File: src/rtl/abl_pkg.sv
package abl_pkg;
  // Mode code is {en_n, clr_n}.
  typedef enum logic [1:0] {
    MODE_DEMUX = 2'b00,
    MODE_WRITE = 2'b01,
    MODE_CLEAR = 2'b10,
    MODE_HOLD  = 2'b11
  } abl_mode_e;
endpackage

File: src/rtl/abl_mode_dec.sv
module abl_mode_dec #(
  parameter int WIDTH = 8,
  localparam int AW = $clog2(WIDTH)
) (
  input  logic                 en_n,
  input  logic                 clr_n,
  input  logic [AW-1:0]        addr,
  output abl_pkg::abl_mode_e   mode,
  output logic [WIDTH-1:0]     sel
);
  assign mode = abl_pkg::abl_mode_e'({en_n, clr_n});

  for (genvar i = 0; i < WIDTH; i++) begin : g_sel
    assign sel[i] = (addr == AW'(i));
  end
endmodule

File: src/rtl/abl_store.sv
module abl_store #(
  parameter int WIDTH = 8
) (
  input  logic               clk,
  input  logic               rst_n,
  input  abl_pkg::abl_mode_e mode,
  input  logic [WIDTH-1:0]   sel,
  input  logic               din,
  output logic [WIDTH-1:0]   q
);
  import abl_pkg::*;

  logic [WIDTH-1:0] q_nxt;

  for (genvar i = 0; i < WIDTH; i++) begin : g_bit
    always_comb begin
      unique case (mode)
        MODE_WRITE: q_nxt[i] = sel[i] ? din : q[i];
        MODE_HOLD:  q_nxt[i] = q[i];
        MODE_DEMUX: q_nxt[i] = sel[i] & din;
        default:    q_nxt[i] = 1'b0;
      endcase
    end
  end

  always_ff @(posedge clk) begin
    if (!rst_n) q <= '0;
    else        q <= q_nxt;
  end

  p_write_others_r2: assert property (@(posedge clk) disable iff (!rst_n)
    (mode == MODE_WRITE) |=> (((q ^ $past(q)) & ~$past(sel)) == '0));
  p_hold_stable_r3: assert property (@(posedge clk) disable iff (!rst_n)
    (mode == MODE_HOLD) |=> $stable(q));
  p_demux_onehot_r4: assert property (@(posedge clk) disable iff (!rst_n)
    (mode == MODE_DEMUX) |=> $onehot0(q));
  p_clear_zero_r5: assert property (@(posedge clk) disable iff (!rst_n)
    (mode == MODE_CLEAR) |=> (q == '0));
endmodule

File: src/rtl/abl_addr_watch.sv
module abl_addr_watch #(
  parameter int AW = 3
) (
  input  logic          clk,
  input  logic          rst_n,
  input  logic          en_n,
  input  logic [AW-1:0] addr,
  input  logic          ack,
  output logic          flag
);
  logic [AW-1:0] prev_addr;
  logic          prev_en;
  logic          hit;

  assign hit = !en_n && prev_en && (addr != prev_addr);

  always_ff @(posedge clk) begin
    if (!rst_n) begin
      prev_addr <= '0;
      prev_en   <= 1'b0;
      flag      <= 1'b0;
    end else begin
      prev_addr <= addr;
      prev_en   <= !en_n;
      flag      <= hit | (flag & ~ack);
    end
  end

  p_flag_set_r7: assert property (@(posedge clk) disable iff (!rst_n)
    ($past(rst_n) && !en_n && !$past(en_n) && (addr != $past(addr))) |=> flag);
  p_flag_sticky_r9: assert property (@(posedge clk) disable iff (!rst_n)
    (flag && !ack) |=> flag);
  p_flag_quiet_r8: assert property (@(posedge clk) disable iff (!rst_n)
    (!flag && en_n) |=> !flag);
endmodule

File: src/rtl/addr_bit_latch.sv
module addr_bit_latch #(
  parameter int WIDTH = 8,
  localparam int AW = $clog2(WIDTH)
) (
  input  logic             clk,
  input  logic             rst_n,
  input  logic             en_n,
  input  logic             clr_n,
  input  logic [AW-1:0]    addr,
  input  logic             din,
  input  logic             ack,
  output logic [WIDTH-1:0] q,
  output logic             addr_chg
);
  abl_pkg::abl_mode_e mode;
  logic [WIDTH-1:0]   sel;

  abl_mode_dec #(.WIDTH(WIDTH)) u_dec (
    .en_n(en_n), .clr_n(clr_n), .addr(addr), .mode(mode), .sel(sel)
  );

  abl_store #(.WIDTH(WIDTH)) u_store (
    .clk(clk), .rst_n(rst_n), .mode(mode), .sel(sel), .din(din), .q(q)
  );

  abl_addr_watch #(.AW(AW)) u_watch (
    .clk(clk), .rst_n(rst_n), .en_n(en_n), .addr(addr), .ack(ack), .flag(addr_chg)
  );

  p_reset_clear_r1: assert property (@(posedge clk)
    !rst_n |=> (q == '0) && !addr_chg);
endmodule

File: config.mk
export PLATFORM = sky130hd
export DESIGN_NAME = addr_bit_latch
export DESIGN_NICKNAME = d
export VERILOG_FILES = /design/src/rtl/abl_pkg.sv /design/src/rtl/abl_mode_dec.sv /design/src/rtl/abl_store.sv /design/src/rtl/abl_addr_watch.sv /design/src/rtl/addr_bit_latch.sv
export SDC_FILE = /design/constraint.sdc
export NUM_CORES = 1
export LEC_CHECK = 0
export ABC_AREA = 1
export BUFFER_PORTS_ARGS = -buffer_cell sky130_fd_sc_hd__buf_2
export CAP_MARGIN = 40
export CORE_MARGIN = 2
export CORE_UTILIZATION = 43
export DETAILED_ROUTE_END_ITERATION = 16
export GPL_TIMING_DRIVEN = 0
export HOLD_SLACK_MARGIN = 0.08
export PLACE_DENSITY = 0.67
export SETUP_SLACK_MARGIN = 0.15
export SLEW_MARGIN = 40
export SYNTH_ARGS = -nofsm -noshare
export SYNTH_HDL_FRONTEND = slang
export SYNTH_HIERARCHICAL = 1
export SYNTH_SLANG_ARGS = --single-unit
export TNS_END_PERCENT = 5
File: constraint.sdc
create_clock -name clk -period 0.8 [get_ports clk]
set_input_delay 0.08 -clock clk [delete_from_list [all_inputs] [get_ports clk]]
set_output_delay 0.08 -clock clk [all_outputs]
set_load 0.1 [all_outputs]
==> results of run 1 <==
stage by stage:
| stage | instances | setup slack, ns | utilization (%) | total power [mW] |
|---|---|---|---|---|
| after detailed placement | 170 | -0.0505 | 53.6 | 0.964 |
| after global routing | 176 | -0.115 | 65.2 | 1.48 |
| after floorplan | 129 | -0.00610 | - | 0.900 |
| final | 176 | -0.0856 | 65.2 | 1.41 |
| after CTS | 176 | -0.0920 | 64.2 | 1.43 |
| after global placement | 170 | -0.0481 | 53.6 | 0.958 |
state kept, by name, summed over array words and instances (netlist names):
signal             flops
u_watch/prev_addr      3
u_watch/prev_en        1
u_store/q              8
u_watch/flag           1
where the power goes:
part	switching, mW	internal (mW)
Clock	0.217	0.193
Sequential	0.0159	0.649
Combinational	0.212	0.127
how the worst min path moves through the flow:
stage,from,endpoint,slack (ns)
2_1_floorplan,en_n,u_watch/prev_en,0.15
3_3_place_gp,en_n,u_watch/prev_en,0.28
3_5_place_dp,en_n,u_watch/prev_en,0.28
4_1_cts,ack,u_watch/flag,0.03
5_1_grt,ack,u_watch/flag,0.04
6_report,ack,u_watch/flag,0.04
area by class of cell:
cell class              count  area [um2]
plain buffers               5        45.0
multi-input cells          78         352
flip-flops and latches     13         298
clock buffers               4        26.3
repair buffers             18         233
inverters                  33         129
well taps                  25        31.3
fillers                   143         594
cell usage in the layout, fill, tap and decap left out, drive strengths merged:
master       count
nand2           34
nor2            34
inv             33
buf             22
dfxtp           13
nand3            9
clkbuf           4
a21oi            1
dlygate4sd3      1
logic make-up (layout without fill, tap and decap cells):
| family | after synthesis | after routing | synth area share [%] |
|---|---|---|---|
| AND/OR/NAND/NOR | 77 | 77 | 42.3 |
| flip-flops | 13 | 13 | 33.9 |
| AO/OA/AOI/OAI | 1 | 1 | 1.14 |
| buffers and inverters | 38 | 60 | 22.6 |
metal layers:
metal / vias up / global-route usage (%) / part of all wire, %
met5: - / 0 / 0
li1: 404 / - / -
met4: 0 / 3.43 / 0
met3: 0 / 3.53 / 2.9
met2: 11 / 26.4 / 51
met1: 314 / 17.8 / 46
repair_timing:
item                       CTS  global route
setup buffers                1             0
setup endpoints to repair   17            19
gates cloned                 0             0
pin swaps                   25            12
hold endpoints to repair     5             4
resized for setup           37             8
==> key figures, run 1 <==
Min path
  • Worst Hold Depth: 4
  • Hold Crit Class: in -> reg

Critical path
  • Crit path buf inv count: 1
  • Reg-to-reg endpoint: u_watch/flag
  • Worst setup EP type: output port
  • Reg-to-reg slack, setup: 0.02 ns
  • Levels on crit path: 1
  • Critical path cell sequence: buf_12
  • Worst Reg-to-Reg Cells: 6
  • CP Class: reg -> out
  • Critical path origin: u_watch/flag
  • Crit start category: flip-flop
  • Worst EP arrival: 0.81 ns
  • CP max FO: 2
  • CP Capture Point: addr_chg
  • Reg2Reg Launch Point: u_watch/prev_addr[2]
  • CP max stage delay: 0.37 ns
  • WP data required: 0.72 ns
  • Critical-path top delay cell: dfxtp_4
  • Crit path max-delay family: flip-flops

Drt
  • 1st-pass router iterations: 4
  • Starting DRC count in detailed routing: 4
  • DR WL/cell: 8.03 um
  • DRC Markers: 0
  • Post-Route WL: 1.41 mm
  • Post-DRT Antenna Nets: 0
  • Vias per cell: 4.14
  • Via count of the routed design: 729

CTS
  • CTS clk-pin slew, worst paths: 0.09 ns
  • Clk sinks: 13
  • Clock Path Buffers: 2
  • Clock Latency Late Sink: 0.27 ns
  • CTS Hold Bufs: 1
  • # H-tree levels: 1
  • CTS tree: yes
  • CTS Buf Count: 3
  • Clk root buf: clkbuf_4

Timing
  • Final setup margin: -0.0856 ns
  • Final Max Slew Viols: 0
  • Fmax achieved: 1130 MHz
  • Slew @ Worst Pin: 0.240 ns
  • Final period util: 111%
  • Hold_ws: 0.0385 ns
  • Min Clock Period, post-route: 0.886 ns
  • Hold Vio Cnt, Final: 0
  • Final setup viols: 9
  • Slew headroom: 84.0%
  • Final setup TNS: -0.709 ns
  • Unrepaired setup endpoints after global routing: true
  • Setup Skew: 0.00786 ns

Placement
  • GPL Wtd Cong: 0.758
  • Dpl hpwl: 1.03 mm
  • IO buf count: 16
  • Placed cell areas: 916 um2

Finish
  • ANT cells: 0
  • Final nets: 161
  • Layout Area Growth over Synthesis: 45.0%
  • Post-route cell area: 0.00111 mm2
  • Share of cells above drive strength 1: 37.1%

Logic synthesis
  • Synth Warn #: 6
  • Seq/Total Area, Yosys: 33.9%
  • Commonest cells post-synth: nand2_1 (34), inv_1 (31), nor2_1 (26), dfxtp_1 (13)
  • Mapped Cells: 129
  • Synth top area share: 33.9%
  • Main flop type after synthesis: dfxtp_1
  • Number of flops mapped to enable cells by yosys: 0
  • Mapped Avg Cell Area: 5.96 um2
  • Synthesized flop and latch total: 13
  • Area leader, netlist: dfxtp_1
  • Most frequent cell after synthesis: nand2_1
  • Post-synth ARST share: 0%
  • Post-synthesis cell type count: 12
  • Synthesized Nets: 138
  • Cell area after synthesis: 768 um2
  • Ranking of synthesized cells by area: dfxtp_1 (34%), nand2_1 (17%), inv_1 (15%)

GRT
  • Global-route wire length before repair: 2.37 mm
  • Initial antenna violation count: 0
  • GRT overflow: 0
  • Vias in the first global route: 658
  • GRT Total Usage: 14.9%
  • Largest net degree at the start of global routing: 10

Floorplanning
  • Die ar.: 0.00214 mm2
  • I/O pin cnt: 18
  • Rows: 15
  • DIE HEIGHT: 46.3 um
  • CORE AREA: 0.00171 mm2
  • Die Wd: 46.3 um
  • Initial Util: 45.0%

Outcome
  • Failing checks: setup timing
  • Run status: finished, violations left

Flow run
  • Max Cap Viol: 0

Pwr
  • PwrDens: 1270 mW/mm2
  • VDD IR max: 0.921 mV
  • Total leakage power: 0.591 nW
(Power assumes the default switching activity.)
==> run 2, diff against run 1 <==
--- a/config.mk
+++ b/config.mk
@@ -13,7 +13,7 @@
 export DETAILED_ROUTE_END_ITERATION = 16
 export GPL_TIMING_DRIVEN = 0
 export HOLD_SLACK_MARGIN = 0.08
-export PLACE_DENSITY = 0.67
+export PLACE_DENSITY = 0.69
 export SETUP_SLACK_MARGIN = 0.15
 export SLEW_MARGIN = 40
 export SYNTH_ARGS = -nofsm -noshare
==> key figures, run 2 (same netlist as run 1, synthesis figures left out) <==
CTS
  • CTS Buf Count: 3 (unchanged)
  • CTS tree: yes (unchanged)
  • CTS clk-pin slew, worst paths: 0.08 ns (was 0.09 ns)
  • Setup Fix Bufs, Post-CTS: 0 (was 1)
  • Clock Latency Late Sink: 0.27 ns (about the same)
  • Clk root buf: clkbuf_4 (unchanged)
  • CTS Hold Bufs: 1 (unchanged)
  • Clock Path Buffers: 2 (unchanged)
  • Clk sinks: 13 (unchanged)
  • # H-tree levels: 1 (unchanged)

Timing
  • Slew @ Worst Pin: 0.227 ns (was 0.240 ns)
  • Min Clock Period, post-route: 0.887 ns (was 0.886 ns)
  • Slew headroom: 84.8% (was 84.0%)
  • Unrepaired setup endpoints after global routing: true (unchanged)
  • Hold Vio Cnt, Final: 0 (unchanged)
  • Final setup TNS: -0.691 ns (was -0.709 ns)
  • Final setup viols: 9 (unchanged)
  • Final Max Slew Viols: 0 (unchanged)
  • Final period util: 111% (about the same)
  • Setup Skew: 0.000511 ns (was 0.00786 ns)
  • Final setup margin: -0.0868 ns (was -0.0856 ns)
  • Fmax achieved: 1130 MHz (about the same)

Pwr
  • Pwr Total: 1.40 mW (was 1.41 mW)
  • PwrDens: 1260 mW/mm2 (was 1270 mW/mm2)
  • VDD IR max: 0.865 mV (was 0.921 mV)
  • Total leakage power: 0.587 nW (was 0.591 nW)

Critical path
  • CP max stage delay: 0.37 ns (about the same)
  • CP max FO: 2 (unchanged)
  • Crit path buf inv count: 1 (unchanged)
  • Crit path max-delay family: flip-flops (unchanged)
  • Reg2Reg Launch Point: u_watch/prev_addr[0] (was u_watch/prev_addr[2])
  • CP Capture Point: addr_chg (unchanged)
  • Critical-path top delay cell: dfxtp_4 (unchanged)
  • Critical path origin: u_watch/flag (unchanged)
  • CP Class: reg -> out (unchanged)
  • Critical path cell sequence: buf_12 (unchanged)
  • Worst EP arrival: 0.81 ns (about the same)
  • Reg-to-reg endpoint: u_watch/flag (unchanged)
  • Levels on crit path: 1 (unchanged)
  • Reg-to-reg slack, setup: 0.03 ns (was 0.02 ns)
  • Worst setup EP type: output port (unchanged)
  • Worst Reg-to-Reg Cells: 6 (unchanged)
  • Crit start category: flip-flop (unchanged)
  • WP data required: 0.72 ns (about the same)

Drt
  • DR WL/cell: 7.48 um (was 8.03 um)
  • Via count of the routed design: 728 (was 729)
  • Post-Route WL: 1.31 mm (was 1.41 mm)
  • Starting DRC count in detailed routing: 2 (was 4)
  • 1st-pass router iterations: 3 (was 4)
  • Post-DRT Antenna Nets: 0 (unchanged)
  • DRC Markers: 0 (unchanged)
  • Vias per cell: 4.16 (was 4.14)

Finish
  • Top reg by flops: u_store/q (unchanged)
  • Number of fill cells: 166 (was 143)
  • Commonest cells after routing, fill and taps aside: nand2_1 (33), inv_1 (31), nor2_1 (20) (unchanged)
  • ANT cells: 0 (unchanged)
  • Layout Area Growth over Synthesis: 44.0% (was 45.0%)
  • Share of cells above drive strength 1: 36.7% (was 37.1%)
  • Fin util: 64.8% (was 65.2%)
  • Final nets: 160 (was 161)
  • Largest registers: u_store/q x8, u_watch/prev_addr x3 (unchanged)
  • Most common cell after layout, fill and taps aside: nand2_1 (unchanged)
  • Largest register FFs: 8 (unchanged)
  • Final Non-Filler Cells: 175 (was 176)

GRT
  • Global-route wire length before repair: 2.36 mm (was 2.37 mm)
  • Largest net degree at the start of global routing: 10 (unchanged)
  • GRT overflow: 0 (unchanged)
  • Vias in the first global route: 623 (was 658)
  • Initial antenna violation count: 0 (unchanged)
  • GRT Total Usage: 15.2% (was 14.9%)

Placement
  • Dpl hpwl: 980 um (was 1.03 mm)
  • Pre-CTS setup slack: -0.0499 ns (was -0.0505 ns)
  • IO buf count: 16 (unchanged)
  • GPL Wtd Cong: 0.752 (was 0.758)
  • Placed cells: 170 (unchanged)

Outcome
  • Run status: finished, violations left (unchanged)
  • Failing checks: setup timing (unchanged)

Floorplanning
  • DIE HEIGHT: 46.3 um (unchanged)
  • Initial Util: 45.0% (unchanged)
  • CORE AREA: 0.00171 mm2 (unchanged)
  • Die Wd: 46.3 um (unchanged)
  • Rows: 15 (unchanged)
  • I/O pin cnt: 18 (unchanged)
  • Die ar.: 0.00214 mm2 (unchanged)

Flow run
  • Max Cap Viol: 0 (unchanged)

Min path
  • Hold Crit Class: in -> reg (unchanged)
==> run 2: metal layers <==
metal	share of wire (%)	GRT usage (%)	routed length, um
met2	48	23.9	622
met3	3.4	3.53	44
met4	1.1	8.57	14
met1	48	18.8	628
met5	0	0	0
==> run 2: power by group <==
part           total [mW]  switching (mW)  leakage, nW  internal (mW)
clock network       0.397           0.204       0.0150          0.193
logic               0.334           0.209        0.458          0.125
registers           0.665          0.0160        0.114          0.649
total                1.40           0.430        0.587          0.966
==> run 2: worst min path at each step <==
stage          startpoint              endpoint  cells after the start
3_5_place_dp         en_n       u_watch/prev_en                      2
4_1_cts               ack          u_watch/flag                      4
6_report              ack          u_watch/flag                      4
3_3_place_gp         en_n       u_watch/prev_en                      2
2_1_floorplan        en_n       u_watch/prev_en                      1
5_1_grt           addr[1]  u_watch/prev_addr[1]                      3
==> run 2: layout make-up <==
| class | instances | area (um2) | area share (%) |
|---|---|---|---|
| Sequential cell | 13 | 298 | 26.9 |
| Clock buffer | 4 | 26.3 | 2.38 |
| Buffer | 5 | 45.0 | 4.07 |
| Timing Repair Buffer | 17 | 225 | 20.4 |
| Inverter | 33 | 129 | 11.7 |
| Multi-Input combinational cell | 78 | 352 | 31.8 |
| Tap cell | 25 | 31.3 | 2.83 |
==> run 2: per-stage QoR <==
stage,area (um2),hold slack [ns]
floorplan,805,0.152
global placement,916,0.280
detailed placement,916,0.287
global route,1110,0.0464
finish,1110,0.0479
CTS,1090,0.0325
==> run 2: what timing repair did <==
action,in CTS,in global routing
pin swaps,22,13
gates cloned,0,0
endpoints found under the setup margin,17,18
resized for setup,39,6
endpoints found under the hold margin,5,3
==> run 3, diff against run 2 <==
--- a/config.mk
+++ b/config.mk
@@ -13,7 +13,7 @@
 export DETAILED_ROUTE_END_ITERATION = 16
 export GPL_TIMING_DRIVEN = 0
 export HOLD_SLACK_MARGIN = 0.08
-export PLACE_DENSITY = 0.69
+export PLACE_DENSITY = 0.77
 export SETUP_SLACK_MARGIN = 0.15
 export SLEW_MARGIN = 40
 export SYNTH_ARGS = -nofsm -noshare
==> constraint.sdc (replaced) <==
create_clock -name clk -period 1.15 [get_ports clk]
set_input_delay 0.115 -clock clk [delete_from_list [all_inputs] [get_ports clk]]
set_output_delay 0.115 -clock clk [all_outputs]
set_load 0.1 [all_outputs]
==> key figures, run 3 (same netlist as run 1, synthesis figures left out) <==
GRT
  • Global-route wire length before repair: 2.34 mm (was 2.36 mm)
  • Initial antenna violation count: 0 (unchanged)
  • Largest net degree at the start of global routing: 10 (unchanged)
  • Vias in the first global route: 626 (was 623)
  • GRT overflow: 0 (unchanged)
  • GRT Total Usage: 15.7% (was 15.2%)

Timing
  • Setup Skew: 0.00349 ns (was 0.000511 ns)
  • Final period util: 85.1%
  • Final setup viols: 0 (was 9)
  • Slew @ Worst Pin: 0.228 ns (was 0.227 ns)
  • Unrepaired setup endpoints after global routing: true (unchanged)
  • Hold Vio Cnt, Final: 0 (unchanged)
  • Slew headroom: 84.8% (about the same)
  • Final Max Slew Viols: 0 (unchanged)
  • Min Clock Period, post-route: 0.978 ns
  • Fmax achieved: 1020 MHz

Drt
  • Post-DRT Antenna Nets: 0 (unchanged)
  • Vias per cell: 4.17 (was 4.16)
  • DRC Markers: 0 (unchanged)
  • Starting DRC count in detailed routing: 5 (was 2)
  • Via count of the routed design: 746 (was 728)
  • DR WL/cell: 7.93 um (was 7.48 um)
  • 1st-pass router iterations: 4 (was 3)
  • Post-Route WL: 1.42 mm (was 1.31 mm)

Pwr
  • PwrDens: 975 mW/mm2 (was 1260 mW/mm2)
  • Clock share of power: 29.2% (was 28.5%)
  • Total leakage power: 0.570 nW (was 0.587 nW)
  • Combinational power share: 22.9% (was 23.9%)
  • Sequential power share: 47.9% (was 47.6%)
  • VDD IR max: 0.485 mV (was 0.865 mV)
  • Internal Power: 679 uW (was 966 uW)
  • Pwr Total: 988 uW (was 1.40 mW)
  • Sw Ratio: 31.2% (was 30.8%)
  • Switching power total: 309 uW (was 430 uW)

Critical path
  • Critical path cell sequence: buf_6 (was buf_12)
  • Crit path buf inv count: 1 (unchanged)
  • CP max stage delay: 0.35 ns (was 0.37 ns)
  • CP Class: reg -> out (unchanged)
  • Reg-to-reg slack, setup: 0.36 ns (was 0.03 ns)
  • Crit start category: flip-flop (unchanged)
  • Reg2Reg Launch Point: u_watch/prev_addr[2] (was u_watch/prev_addr[0])
  • Worst setup EP type: output port (unchanged)
  • WP data required: 1.03 ns (was 0.72 ns)
  • Crit path max-delay family: flip-flops (unchanged)
  • CP max FO: 2 (unchanged)
  • Critical-path top delay cell: dfxtp_1 (was dfxtp_4)
  • Worst Reg-to-Reg Cells: 6 (unchanged)
  • Levels on crit path: 1 (unchanged)
  • Reg-to-reg endpoint: u_watch/flag (unchanged)
  • Worst EP arrival: 0.86 ns (was 0.81 ns)

Placement
  • Dpl hpwl: 1.01 mm (was 980 um)
  • GPL Wtd Cong: 0.751 (was 0.752)
  • IO buf count: 16 (unchanged)
  • Placed cells: 170 (unchanged)

Finish
  • Most common cell after layout, fill and taps aside: nand2_1 (unchanged)
  • Layout Area Growth over Synthesis: 31.9% (was 44.0%)
  • Share of cells above drive strength 1: 24.0% (was 36.7%)
  • ANT cells: 0 (unchanged)
  • Final Non-Filler Cells: 179 (was 175)
  • Largest registers: u_store/q x8, u_watch/prev_addr x3 (unchanged)
  • Number of fill cells: 177 (was 166)
  • Commonest cells after routing, fill and taps aside: nand2_1 (34), inv_1 (31), nor2_1 (26) (was nand2_1 (33), inv_1 (31), nor2_1 (20))
  • Largest register FFs: 8 (unchanged)
  • Top reg by flops: u_store/q (unchanged)
  • Final nets: 164 (was 160)

Floorplanning
  • I/O pin cnt: 18 (unchanged)
  • Initial Util: 45.0% (unchanged)
  • Rows: 15 (unchanged)
  • Die Wd: 46.3 um (unchanged)
  • CORE AREA: 0.00171 mm2 (unchanged)
  • DIE HEIGHT: 46.3 um (unchanged)
  • Die ar.: 0.00214 mm2 (unchanged)

CTS
  • # H-tree levels: 1 (unchanged)
  • CTS clk-pin slew, worst paths: 0.08 ns (about the same)
  • CTS Buf Count: 3 (unchanged)
  • Clk sinks: 13 (unchanged)
  • CTS tree: yes (unchanged)
  • Clock Path Buffers: 2 (unchanged)
  • Clk root buf: clkbuf_4 (unchanged)
  • Clock Latency Late Sink: 0.28 ns (was 0.27 ns)

Outcome
  • Run status: finished, final reports clean (was finished, violations left)

Min path
  • Hold path start: addr[2] (was ack)
  • Worst Hold End: u_watch/prev_addr[2] (was u_watch/flag)
  • Worst Hold Depth: 3 (was 4)
  • Hold Crit Class: in -> reg (unchanged)

Flow run
  • Max Cap Viol: 0 (unchanged)
run 3: stage by stage:
| stage | utilization [%] | area, um2 | hold slack, ns | worst slack, ns | setup TNS [ns] |
|---|---|---|---|---|---|
| 3_3_place_gp | 51.6 | 881 | 0.318 | 0.280 | 0 |
| 5_1_grt | 59.3 | 1010 | 0.110 | 0.122 | 0 |
| 6_report | 59.3 | 1010 | 0.122 | 0.172 | 0 |
| 4_1_cts | 57.6 | 983 | 0.109 | 0.116 | 0 |
| 3_5_place_dp | 51.6 | 881 | 0.319 | 0.267 | 0 |
| 2_1_floorplan | - | 769 | 0.187 | -0.132 | -1.05 |
run 3: layout make-up:
class | instances | area [um2] | area share, %
flip-flops and latches | 13 | 262 | 25.8
clock buffers | 4 | 26.3 | 2.59
repair buffers | 21 | 186 | 18.4
inverters | 33 | 129 | 12.7
well taps | 25 | 31.3 | 3.09
plain buffers | 5 | 45.0 | 4.44
multi-input cells | 78 | 334 | 33.0
run 3: power by group through the flow:
| stage | clock [mW] | sequential [mW] | combinational, mW |
|---|---|---|---|
| after floorplan | 0 | 0.540 | 0.0998 |
| after global placement | 0 | 0.482 | 0.199 |
| after detailed placement | 0 | 0.482 | 0.203 |
| after CTS | 0.307 | 0.472 | 0.222 |
| after global routing | 0.330 | 0.476 | 0.249 |
| final | 0.288 | 0.474 | 0.226 |
run 3: worst reg2reg max path, delay by kind of cell (launching register included):
family,cells,cell delay (ns)
compound gates,1,0.10
buf+inv,1,0.04
flops,1,0.33
simple gates,4,0.27
run 3: layer usage:
metal  global-route usage, %  vias to the layer above  wire [um]
met3                    3.53                        4         57
met5                       0                        -          0
met2                    26.4                       16        710
li1                        -                      410          -
met1                    17.3                      316        625
met4                    10.3                        0         26
run 3: worst max path at each step:
| stage | end | slack [ns] | from |
|---|---|---|---|
| floorplan | u_store/q[0] | -0.13 | u_store/q[0] |
| global placement | u_store/q[2] | 0.28 | en_n |
| detailed placement | u_store/q[3] | 0.27 | en_n |
| CTS | q[1] | 0.12 | u_store/q[1] |
| global route | q[0] | 0.12 | u_store/q[0] |
| finish | q[0] | 0.17 | u_store/q[0] |
run 3: what timing repair did:
action                     CTS  global route
resized for setup           10             8
setup buffers                0             0
hold endpoints to repair     4             0
hold buffers                 5             0
setup endpoints to repair    9             9
